<file path="src/rtl/dstack_pkg.sv">
package dstack_pkg;
    typedef enum logic [2:0] {
        OP_NONE  = 3'd0,
        OP_WPUSH = 3'd1,
        OP_WPOP  = 3'd2,
        OP_NPUSH = 3'd3,
        OP_NPOP  = 3'd4,
        OP_ENTRY = 3'd5,
        OP_LDW   = 3'd6,
        OP_LDN   = 3'd7
    } op_e;

    typedef enum logic [2:0] {
        ST_IDLE,
        ST_NIB_WR,
        ST_NIB_RD,
        ST_WORD_WR,
        ST_WORD_RD
    } st_e;
endpackage

</file>
<file path="src/rtl/dstack_ptr.sv">
module dstack_ptr #(
    parameter int W = 8
) (
    input  logic         clk,
    input  logic         rst_n,
    input  logic         load,
    input  logic [W-1:0] load_val,
    input  logic         inc,
    input  logic         dec,
    output logic [W-1:0] q
);
    always_ff @(posedge clk or negedge rst_n) begin
        if (!rst_n)      q <= '0;
        else if (load)   q <= load_val;
        else if (inc)    q <= q + W'(1);
        else if (dec)    q <= q - W'(1);
    end

    // modulo step on the pointer field only
    assert_ptr_wrap_dec_R6: assert property (@(posedge clk) disable iff (!rst_n)
        (dec && !inc && !load) |=> q == $past(q) - W'(1));
    assert_ptr_wrap_inc_R6: assert property (@(posedge clk) disable iff (!rst_n)
        (inc && !load) |=> q == $past(q) + W'(1));
endmodule

</file>
<file path="src/rtl/dstack_gate.sv">
module dstack_gate (
    input  logic clk,
    input  logic rst_n,
    input  logic accept,
    input  logic ld_word,
    input  logic ld_nib,
    input  logic idle,
    input  logic irq_req,
    input  logic irq_en,
    input  logic nmi_req,
    output logic grant
);
    logic word_set, nib_set, half;

    always_ff @(posedge clk or negedge rst_n) begin
        if (!rst_n) begin
            word_set <= 1'b0;
            nib_set  <= 1'b0;
            half     <= 1'b0;
        end else begin
            if (ld_word) word_set <= 1'b1;
            if (ld_nib)  nib_set  <= 1'b1;
            if (accept)  half     <= (ld_word || ld_nib) && !half;
        end
    end

    assign grant = word_set && nib_set && !half && idle &&
                   (nmi_req || (irq_req && irq_en));

    assert_pair_holdoff_R9: assert property (@(posedge clk) disable iff (!rst_n)
        (accept && (ld_word || ld_nib) && !half) |=> !grant);
endmodule

</file>
<file path="src/rtl/dstack_seq.sv">
module dstack_seq
    import dstack_pkg::*;
#(
    parameter int SP_W   = 8,
    parameter int VAL_W  = 16,
    parameter int NIB_W  = 4,
    parameter int ADDR_W = 16
) (
    input  logic              clk,
    input  logic              rst_n,
    input  logic              op_valid,
    input  logic [2:0]        op_code,
    input  logic [VAL_W-1:0]  word_in,
    input  logic [NIB_W-1:0]  nib_in,
    input  logic [NIB_W-1:0]  mem_rdata,
    input  logic [SP_W-1:0]   sp_word,
    input  logic [SP_W-1:0]   sp_nib,
    output logic              accept,
    output logic              word_load,
    output logic              word_inc,
    output logic              word_dec,
    output logic              nib_load,
    output logic              nib_inc,
    output logic              nib_dec,
    output logic [ADDR_W-1:0] mem_addr,
    output logic              mem_we,
    output logic              mem_re,
    output logic [NIB_W-1:0]  mem_wdata,
    output logic              busy,
    output logic              pop_valid,
    output logic [VAL_W-1:0]  pop_data
);
    localparam int NIBS  = VAL_W / NIB_W;
    localparam int CNT_W = (NIBS > 1) ? $clog2(NIBS) : 1;
    localparam logic [CNT_W-1:0] LAST = CNT_W'(NIBS - 1);

    st_e               state, state_nx;
    op_e               op;
    logic [CNT_W-1:0]  cnt;
    logic [VAL_W-1:0]  word_q, acc;
    logic [NIB_W-1:0]  nib_q;
    logic              chain_q;

    assign op     = op_e'(op_code);
    assign accept = op_valid && (state == ST_IDLE);
    assign busy   = (state != ST_IDLE);

    // pointer controls
    assign word_load = accept && (op == OP_LDW);
    assign nib_load  = accept && (op == OP_LDN);
    assign word_dec  = (accept && op == OP_WPUSH) || (state == ST_NIB_WR && chain_q);
    assign word_inc  = (state == ST_WORD_RD) && (cnt == LAST);
    assign nib_dec   = accept && (op == OP_NPUSH || op == OP_ENTRY);
    assign nib_inc   = (state == ST_NIB_RD);

    // next state
    always_comb begin
        state_nx = state;
        unique case (state)
            ST_IDLE: begin
                if (accept) begin
                    unique case (op)
                        OP_WPUSH:          state_nx = ST_WORD_WR;
                        OP_WPOP:           state_nx = ST_WORD_RD;
                        OP_NPUSH, OP_ENTRY: state_nx = ST_NIB_WR;
                        OP_NPOP:           state_nx = ST_NIB_RD;
                        default:           state_nx = ST_IDLE;
                    endcase
                end
            end
            ST_NIB_WR:  state_nx = chain_q ? ST_WORD_WR : ST_IDLE;
            ST_NIB_RD:  state_nx = ST_IDLE;
            ST_WORD_WR: state_nx = (cnt == LAST) ? ST_IDLE : ST_WORD_WR;
            ST_WORD_RD: state_nx = (cnt == LAST) ? ST_IDLE : ST_WORD_RD;
            default:    state_nx = ST_IDLE;
        endcase
    end

    // state register
    always_ff @(posedge clk or negedge rst_n) begin
        if (!rst_n) state <= ST_IDLE;
        else        state <= state_nx;
    end

    // datapath registers
    always_ff @(posedge clk or negedge rst_n) begin
        if (!rst_n) begin
            cnt       <= '0;
            word_q    <= '0;
            nib_q     <= '0;
            chain_q   <= 1'b0;
            acc       <= '0;
            pop_data  <= '0;
            pop_valid <= 1'b0;
        end else begin
            pop_valid <= 1'b0;
            if (state == ST_WORD_WR || state == ST_WORD_RD) cnt <= cnt + CNT_W'(1);
            else                                          cnt <= '0;
            if (accept) begin
                word_q  <= word_in;
                nib_q   <= nib_in;
                chain_q <= (op == OP_ENTRY);
            end else if (state == ST_NIB_WR) begin
                chain_q <= 1'b0;
            end
            if (state == ST_WORD_RD) begin
                acc <= {mem_rdata, acc[VAL_W-1:NIB_W]};
                if (cnt == LAST) begin
                    pop_data  <= {mem_rdata, acc[VAL_W-1:NIB_W]};
                    pop_valid <= 1'b1;
                end
            end
            if (state == ST_NIB_RD) begin
                pop_data  <= VAL_W'(mem_rdata);
                pop_valid <= 1'b1;
            end
        end
    end

    // outputs
    always_comb begin
        mem_addr  = '0;
        mem_we    = 1'b0;
        mem_re    = 1'b0;
        mem_wdata = '0;
        unique case (state)
            ST_NIB_WR: begin
                mem_addr  = ADDR_W'(sp_nib);
                mem_we    = 1'b1;
                mem_wdata = nib_q;
            end
            ST_NIB_RD: begin
                mem_addr = ADDR_W'(sp_nib);
                mem_re   = 1'b1;
            end
            ST_WORD_WR: begin
                mem_addr  = ADDR_W'({sp_word, cnt});
                mem_we    = 1'b1;
                mem_wdata = word_q[int'(cnt)*NIB_W +: NIB_W];
            end
            ST_WORD_RD: begin
                mem_addr = ADDR_W'({sp_word, cnt});
                mem_re   = 1'b1;
            end
            default: ;
        endcase
    end

    assert_no_rw_clash_R2: assert property (@(posedge clk) disable iff (!rst_n)
        !(mem_we && mem_re));
    assert_word_addr_step_R2: assert property (@(posedge clk) disable iff (!rst_n)
        (state == ST_WORD_WR && cnt != '0) |-> mem_addr == $past(mem_addr) + ADDR_W'(1));
    assert_pop_pulse_R3: assert property (@(posedge clk) disable iff (!rst_n)
        pop_valid |=> !pop_valid);
endmodule

</file>
<file path="src/rtl/dstack_unit.sv">
module dstack_unit #(
    parameter int SP_W   = 8,
    parameter int VAL_W  = 16,
    parameter int NIB_W  = 4,
    parameter int ADDR_W = 16
) (
    input  logic              clk,
    input  logic              rst_n,
    input  logic              op_valid,
    input  logic [2:0]        op_code,
    input  logic [VAL_W-1:0]  word_in,
    input  logic [NIB_W-1:0]  nib_in,
    input  logic [SP_W-1:0]   ptr_in,
    input  logic              irq_req,
    input  logic              irq_en,
    input  logic              nmi_req,
    input  logic [NIB_W-1:0]  mem_rdata,
    output logic [ADDR_W-1:0] mem_addr,
    output logic              mem_we,
    output logic              mem_re,
    output logic [NIB_W-1:0]  mem_wdata,
    output logic              busy,
    output logic              pop_valid,
    output logic [VAL_W-1:0]  pop_data,
    output logic [SP_W-1:0]   sp_word,
    output logic [SP_W-1:0]   sp_nib,
    output logic              irq_grant
);
    logic accept, w_load, w_inc, w_dec, n_load, n_inc, n_dec;

    dstack_seq #(.SP_W(SP_W), .VAL_W(VAL_W), .NIB_W(NIB_W), .ADDR_W(ADDR_W)) u_seq (
        .clk(clk), .rst_n(rst_n), .op_valid(op_valid), .op_code(op_code),
        .word_in(word_in), .nib_in(nib_in), .mem_rdata(mem_rdata),
        .sp_word(sp_word), .sp_nib(sp_nib), .accept(accept),
        .word_load(w_load), .word_inc(w_inc), .word_dec(w_dec),
        .nib_load(n_load), .nib_inc(n_inc), .nib_dec(n_dec),
        .mem_addr(mem_addr), .mem_we(mem_we), .mem_re(mem_re), .mem_wdata(mem_wdata),
        .busy(busy), .pop_valid(pop_valid), .pop_data(pop_data)
    );

    dstack_ptr #(.W(SP_W)) u_word_ptr (
        .clk(clk), .rst_n(rst_n), .load(w_load), .load_val(ptr_in),
        .inc(w_inc), .dec(w_dec), .q(sp_word)
    );

    dstack_ptr #(.W(SP_W)) u_nib_ptr (
        .clk(clk), .rst_n(rst_n), .load(n_load), .load_val(ptr_in),
        .inc(n_inc), .dec(n_dec), .q(sp_nib)
    );

    dstack_gate u_gate (
        .clk(clk), .rst_n(rst_n), .accept(accept), .ld_word(w_load), .ld_nib(n_load),
        .idle(!busy), .irq_req(irq_req), .irq_en(irq_en), .nmi_req(nmi_req),
        .grant(irq_grant)
    );

    assert_grant_idle_R10: assert property (@(posedge clk) disable iff (!rst_n)
        irq_grant |-> !mem_we && !mem_re);
endmodule

</file>
<file path="config.mk">
export PLATFORM = sky130hd
export DESIGN_NAME = dstack_unit
export DESIGN_NICKNAME = d
export VERILOG_FILES = /design/src/rtl/dstack_pkg.sv /design/src/rtl/dstack_ptr.sv /design/src/rtl/dstack_gate.sv /design/src/rtl/dstack_seq.sv /design/src/rtl/dstack_unit.sv
export SDC_FILE = /design/constraint.sdc
export NUM_CORES = 1
export LEC_CHECK = 0
export BUFFER_PORTS_ARGS = -buffer_cell sky130_fd_sc_hd__buf_2
export CAP_MARGIN = 40
export CORE_MARGIN = 3
export CORE_UTILIZATION = 49
export DETAILED_ROUTE_END_ITERATION = 12
export PLACE_DENSITY = 0.75
export SYNTH_ARGS = -nofsm -noshare
export SYNTH_HDL_FRONTEND = slang
export SYNTH_SLANG_ARGS = --single-unit
</file>
<file path="constraint.sdc">
create_clock -name clk -period 3.35 [get_ports clk]
set_input_delay 0.335 -clock clk [delete_from_list [all_inputs] [get_ports clk]]
set_output_delay 0.335 -clock clk [all_outputs]
set_load 0.02 [all_outputs]
</file>
==> summary.txt, run 1 <==
Floorplan
  – Die width: 97.9 µm
  – Core area: approximately 8000 µm²
  – Ports: 98
  – Rows: 32
  – Die area: ~9600 µm²
  – Die height: roughly 98 µm
  – Initial Util: between 50% and 60%

Cells and area
  – Share of cells above drive strength 1: between 30 and 40%
  – Inserted Diodes: 0
  – Final instance area: 4890 µm²
  – Final Net Count: around 550
  – Area delta synth->final: 18.2%

Synthesis
  – Sequential element share of the synthesized area: 44.7%
  – Most common flop cell mapped by yosys: dfrtp_1
  – Cell taking the most area after synthesis: dfrtp_1
  – Synth warn: 0
  – EDFF count, synth: 0
  – Cell Area, Synth: 4140 µm²
  – Yosys top cell area share: 44.7%
  – Number of unique standard cell types used by synthesis: 55
  – Synth top area cells: dfrtp_1 45%, mux2_2 8.7%, ha_1 4.2%, nand2_1 3.9%, mux2i_1 3.4%
  – Avg Inst Size Synth: roughly 10 µm²
  – Synth Instances: 398
  – Async SR Flop Fraction: 100%
  – Yosys reg bits: 74

Timing
  – Final Skew: about 0.017 ns
  – Max-slew headroom: 55.5%
  – Final hold violation count: 0
  – Final slew viol count: 0
  – Final period utilization: 86.6%
  – Setup_tns: 0 ns
  – Worst slew pin tran: around 0.66 ns
  – Min Tclk post-route: 2.90 ns
  – RSZ-0062 raised after global routing: no
  – Final setup viols: 0
  – Max Clk Rate: roughly 340 MHz

Place
  – Final GP Congestion: 0.978
  – Post-DP Area: 4690 µm²
  – # port buffers: a little over 90
  – DP HPWL: roughly 7600 µm

Route
  – DRT iter0 DRCs: approximately 150
  – Vias: around 3,500
  – Post-route DRC violation count: 0
  – WL final: 10,300 µm
  – Via-to-Cell Ratio: 5.79
  – TritonRoute pass-1 iters: 5
  – Final antenna-violating net count: 0
  – WL/cell: 17.2 µm

Clocking
  – CTS tree: yes
  – Total CTS buffers: 9
  – Post-CTS Resized: 0
  – Worst-skew pair later-pin latency: between 0.3 and 0.4 ns
  – CTS root buf: clkbuf_8
  – Clock slew at reported path FFs: around 0.090 ns
  – CTS HTree Levels: 3
  – Num Clock Sinks: 74
  – Max Root-Sink Buffers: 2

Job
  – Max-Cap Viols: 0

Setup path
  – WP data required: roughly 3.6 ns
  – Startpoint type of the worst setup path: flop
  – Worst Path Arrival: between 3 and 4 ns
  – Crit Path Category: reg2reg
  – Crit Path Max Fanout: 11
  – CP Capture Type: flop

GRT
  – Global-route wire length before repair: around 17,000 µm
  – Total gr overflow: 0
  – Pin count of the biggest net entering global routing: 30
  – Total GRT Usage: 22.0%
  – Initial antenna violation count: 0
  – Vias in the first global route: 3,558

Pwr
  – Switching share of power: 42.3%
  – Gate power share: 49.8%
  – Share of power burned in registers: 34.8%
  – Internal power: 2.61 mW
  – Leakage power: approximately 2.3 nW
  – Clock power frac: between 10% and 20%
  – Maximum vdd ir drop: about 0.00057 V
  – Power Density: 923 nW/µm²
  – Net Sw Power: 1.91 mW

Min path
  – Hold crit path type: in2reg

Outcome
  – Status: finished clean
## path summary, 6_finish.rpt
path,start,cells after the start,endpoint,slack (ns)
worst min-delay path,mem_rdata[2],3,u_seq.pop_data[14],0.21
min in group asynchronous,rst_n,2,u_seq.word_q[7],0.41
worst max-delay path,u_seq.state[1],9,u_nib_ptr.q[7],0.45
worst max register to register,u_seq.state[1],9,u_nib_ptr.q[7],0.45
max in group asynchronous,rst_n,4,u_seq.pop_data[8],2.16
worst min register to register,u_gate.word_set,1,u_gate.word_set,0.47
## what timing repair did
| action | in CTS | in global routing |
|---|---|---|
| hold endpoints to repair | 12 | 0 |
| setup buffers | 0 | 0 |
| hold buffers | 1 | 0 |
## Yosys cell counts, drive strengths merged (3+ instances only)
master,number
a21o,7
a21oi,20
a221o,3
a22oi,10
buf,16
clkbuf,12
dfrtp,74
ha,14
inv,8
mux2,32
mux2i,14
mux4,4
nand2,43
nand2b,3
nand3,14
nand3b,4
nor2,34
nor2b,5
nor3,9
nor4,3
o211ai,4
o21ai,22
o22ai,4
or2,3
xnor2,7
xor2,5
## cells by family after synthesis
kind of cell,after synthesis,share of synthesized area [%]
simple gates,124,15.0
compound gates,85,13.6
flops,74,44.7
mux,50,14.3
buf+inv,36,4.50
fa+ha+maj,16,5.20
xor+xnor,12,2.54
other cells,1,0.0906
## layout make-up
cell class / instances / area [µm²]
clock buffers: 10 / 128
multi-input cells: 293 / 2120
flip-flops and latches: 74 / 1850
well taps: 102 / 128
repair buffers: 104 / 568
fillers: 682 / 3070
inverters: 8 / 30.0
clock inverters: 6 / 67.6
## cell usage in the layout, fill, tap and decap left out, drive strengths merged, types with 3 or more instances in the layout
| cell | instances |
|---|---|
| buf | 103 |
| dfrtp | 74 |
| nand2 | 43 |
| nor2 | 34 |
| mux2 | 32 |
| o21ai | 22 |
| a21oi | 20 |
| mux2i | 14 |
| nand3 | 14 |
| ha | 14 |
| a22oi | 10 |
| clkbuf | 10 |
| nor3 | 9 |
| inv | 8 |
| a21o | 7 |
| xnor2 | 7 |
| conb | 6 |
| nor2b | 5 |
| xor2 | 5 |
| mux4 | 4 |
| nand3b | 4 |
| o211ai | 4 |
| o22ai | 4 |
| nand2b | 3 |
| a221o | 3 |
| or2 | 3 |
| nor4 | 3 |
| clkinv | 3 |
## power groups by stage
stage	Clock (mW)	Combinational [mW]	Sequential, mW
after detailed placement	0	2.24	1.58
after CTS	0.708	2.25	1.57
after floorplan	0	1.54	1.66
after global placement	0	2.16	1.56
after global routing	0.747	2.46	1.62
final	0.695	2.25	1.57
## routing by layer
metal | up-vias | GRT usage [%] | share of wire (%)
li1 | 1591 | - | -
met5 | - | 0 | 0
met4 | 0 | 9.16 | 1.9
met3 | 26 | 6.64 | 7.4
met2 | 136 | 35.4 | 49
met1 | 1703 | 27.5 | 41
## worst max-delay path, stage by stage (launching register included)
cell and delay, ns:
dfrtp_1 0.36, inv_2 0.09, nor3_1 0.32, inv_1 0.28
ha_1 0.35, a21o_1 0.20, a211o_1 0.33, a2111o_1 0.43
and3_1 0.20, nor4_2 0.25
## through the flow
stage	cells	hold WS [ns]	power (mW)	worst slack, ns	util, %
after floorplan	403	0.0394	3.20	0.225	-
after global placement	579	0.454	3.72	0.637	58.6
after detailed placement	580	0.255	3.82	0.497	58.8
after CTS	597	0.196	4.53	0.479	61.4
after global routing	597	0.197	4.83	0.217	61.4
final	597	0.206	4.51	0.450	61.4
## state kept, by name, indices dropped and copies added (netlist names)
signal and flops:
u_seq.pop_data 16, u_seq.word_q 16, u_seq.acc 12, u_nib_ptr.q 8, u_word_ptr.q 8, u_seq.nib_q 4, u_seq.state 3, u_seq.cnt 2
u_gate.half 1, u_gate.nib_set 1, u_gate.word_set 1, u_seq.chain_q 1, u_seq.pop_valid 1
Note: power is estimated with default switching activity, not from simulation.
==> run 2: changes to the inputs <==
Settings changed: CORE_UTILIZATION 49 to 50, CTS_BUF_LIST set to sky130_fd_sc_hd__clkbuf_4, CTS_CLUSTER_DIAMETER set to 120, PLACE_DENSITY 0.75 to 0.76.
==> summary.txt, run 2 (synthesized netlist as in run 1, its figures left out) <==
Clocking
  – Hold_buf cts: 0 (-1)
  – Num Clock Sinks: 74 (unchanged)
  – Max Root-Sink Buffers: 2 (unchanged)
  – Total CTS buffers: 9 (unchanged)
  – Post-CTS Resized: 0 (unchanged)
  – Worst-skew pair later-pin latency: 0.43 ns (+0.07 ns)
  – Clock slew at reported path FFs: 0.13 ns (+0.04 ns)
  – CTS root buf: clkbuf_4
  – CTS HTree Levels: 3 (unchanged)
  – Setup Buffers After CTS: 0 (unchanged)
  – CTS tree: yes

Pwr
  – Power Density: 904 nW/µm² (-2.0%)
  – PnR Total Power: 4.34 mW (-3.8%)
  – Maximum vdd ir drop: 0.000379 V (-34%)
  – Leakage power: 2.31 nW (-1.4%)

Setup path
  – WP data required: 3.69 ns (+0.07 ns)
  – CP Capture Type: flop
  – Crit Path Category: reg2reg
  – Worst Path Arrival: 3.08 ns (-0.09 ns)
  – Delay-heaviest family, CP: simple AND/OR/NAND/NOR gates
  – Startpoint type of the worst setup path: flop
  – Crit Path Max Fanout: 24 (+13)
  – CP bufs+invs: 3 (+1)
  – Crit-path cells: inv_2, nor3_1, inv_1, buf_4, ha_1, o21a_1, a2111o_1, and3_1, nor4_2
  – Max stage delay on crit path: 0.45 ns (+0.02 ns)
  – CP max stage cell: a2111o_1

Cells and area
  – Share of cells above drive strength 1: 34.1% (-0.064 points)
  – Leading cell type in the layout, fill and taps excluded: buf_2
  – Commonest cells after routing, fill and taps aside: 91 x buf_2, 74 x dfrtp_1, 43 x nand2_1
  – Area delta synth->final: 16.0%
  – Fillers: 689 (+1.0%)
  – Biggest registers after layout: u_seq.pop_data: 16 flops, u_seq.word_q: 16 flops, u_seq.acc: 12 flops
  – Inserted Diodes: 0 (unchanged)
  – Final Net Count: 545 (-0.37%)
  – Final instance area: 4800 µm² (-1.8%)

Route
  – Vias: 3,339 (-3.4%)
  – Final antenna-violating net count: 0 (unchanged)
  – WL met2: 4820 µm (-4.7%)
  – WL/cell: 16.6 µm (-3.4%)
  – Top routing layer in use: met4
  – DRT iter0 DRCs: 150 (-1.3%)
  – Met1 WL: 4360 µm (+2.4%)
  – TritonRoute pass-1 iters: 4 (-1)
  – Post-route DRC violation count: 0 (unchanged)
  – Via-to-Cell Ratio: 5.61 (-3.1%)
  – WL final: 9890 µm (-3.7%)
  – WL met3: 635 µm (-17%)

Place
  – Final GP Congestion: 0.912 (-6.7%)
  – Post-DP Area: 4670 µm² (-0.43%)
  – DP HPWL: 7320 µm (-3.9%)
  – # port buffers: 91 (unchanged)
  – Place WS: 0.646 ns (+0.149 ns)

GRT
  – Initial antenna violation count: 0 (unchanged)
  – Total gr overflow: 0 (unchanged)
  – Global-route wire length before repair: 16,800 µm (-1.6%)
  – Vias in the first global route: 3,341 (-6.1%)
  – Pin count of the biggest net entering global routing: 38 (+27%)
  – Total GRT Usage: 21.7% (-0.21 points)

Timing
  – Final Skew: 0.0145 ns (-0.00230 ns)
  – Final hold violation count: 1 (+1)
  – Setup_tns: 0 ns (unchanged)
  – Max-slew headroom: 43.3% (-12 points)
  – RSZ-0062 raised after global routing: no
  – Min Tclk post-route: 2.74 ns (-0.155 ns)
  – Final period utilization: 81.9% (-4.6 points)
  – Max Clk Rate: 364 MHz (+5.6%)
  – Final setup margin: 0.605 ns (+0.155 ns)
  – Worst slew pin tran: 0.850 ns (+0.192 ns)
  – Final slew viol count: 0 (unchanged)
  – Final setup viols: 0 (unchanged)
  – Min Hold Slack: -0.000545 ns (-0.206 ns)

Floorplan
  – Die area: 9410 µm² (-1.9%)
  – Rows: 32 (unchanged)
  – Initial Util: 52.5% (+0.53 points)
  – Ports: 98 (unchanged)
  – Die height: 97.0 µm (-0.94%)
  – Core area: 7890 µm² (-1.0%)
  – Die width: 97.0 µm (-0.94%)

Min path
  – Hold crit path type: in2async

Job
  – Max-Cap Viols: 0 (unchanged)

Outcome
  – Status: finished, violations left
  – Failing checks: negative hold slack
run 2: power by group:
| group | total [mW] | switching, mW | internal (mW) | leakage (nW) |
|---|---|---|---|---|
| clock network | 0.563 | 0.337 | 0.226 | 0.0737 |
| logic | 2.23 | 1.22 | 1.01 | 1.32 |
| registers | 1.55 | 0.307 | 1.25 | 0.918 |
| total | 4.34 | 1.86 | 2.48 | 2.31 |
run 2: final timing paths:
check                                 from          endpoint  slack [ns]  cells after the start
max                         u_seq.state[1]    u_nib_ptr.q[7]        0.61                      9
min reg2reg                u_gate.word_set   u_gate.word_set        0.48                      1
max in group asynchronous            rst_n      u_seq.acc[5]        2.45                      2
min in group clk               word_in[15]  u_seq.word_q[15]        0.13                      2
max reg2reg                 u_seq.state[1]    u_nib_ptr.q[7]        0.61                      9
min                                  rst_n   u_seq.word_q[8]     -0.0005                      1
run 2: worst register-to-register path: cells and delay by family, from the launching register on:
| kind | cells | cell delay, ns |
|---|---|---|
| adders and majority gates | 1 | 0.36 |
| buffers and inverters | 3 | 0.51 |
| DFF | 1 | 0.38 |
| and+or+nand+nor | 3 | 0.83 |
| AOI/OAI and AO/OA | 2 | 0.58 |
run 2: cell type report:
class | count | area [µm²] | share of cell area, %
multi-input combinational | 293 | 2120 | 44.1
sequential | 74 | 1850 | 38.5
timing repair buffer | 102 | 538 | 11.2
tap | 102 | 128 | 2.66
clock inverter | 7 | 68.8 | 1.43
clock buffer | 9 | 67.6 | 1.41
inverter | 8 | 30.0 | 0.625
run 2: stage by stage:
step | utilization (%) | cells
2_1_floorplan | - | 403
3_3_place_gp | 59.2 | 579
3_5_place_dp | 59.2 | 579
4_1_cts | 60.9 | 595
5_1_grt | 60.9 | 595
6_report | 60.9 | 595
run 2: layer usage:
layer,vias up,track usage [%]
met2,100,35.5
met5,-,0
li1,1597,-
met1,1637,29.3
met4,0,4.64
met3,5,5.77
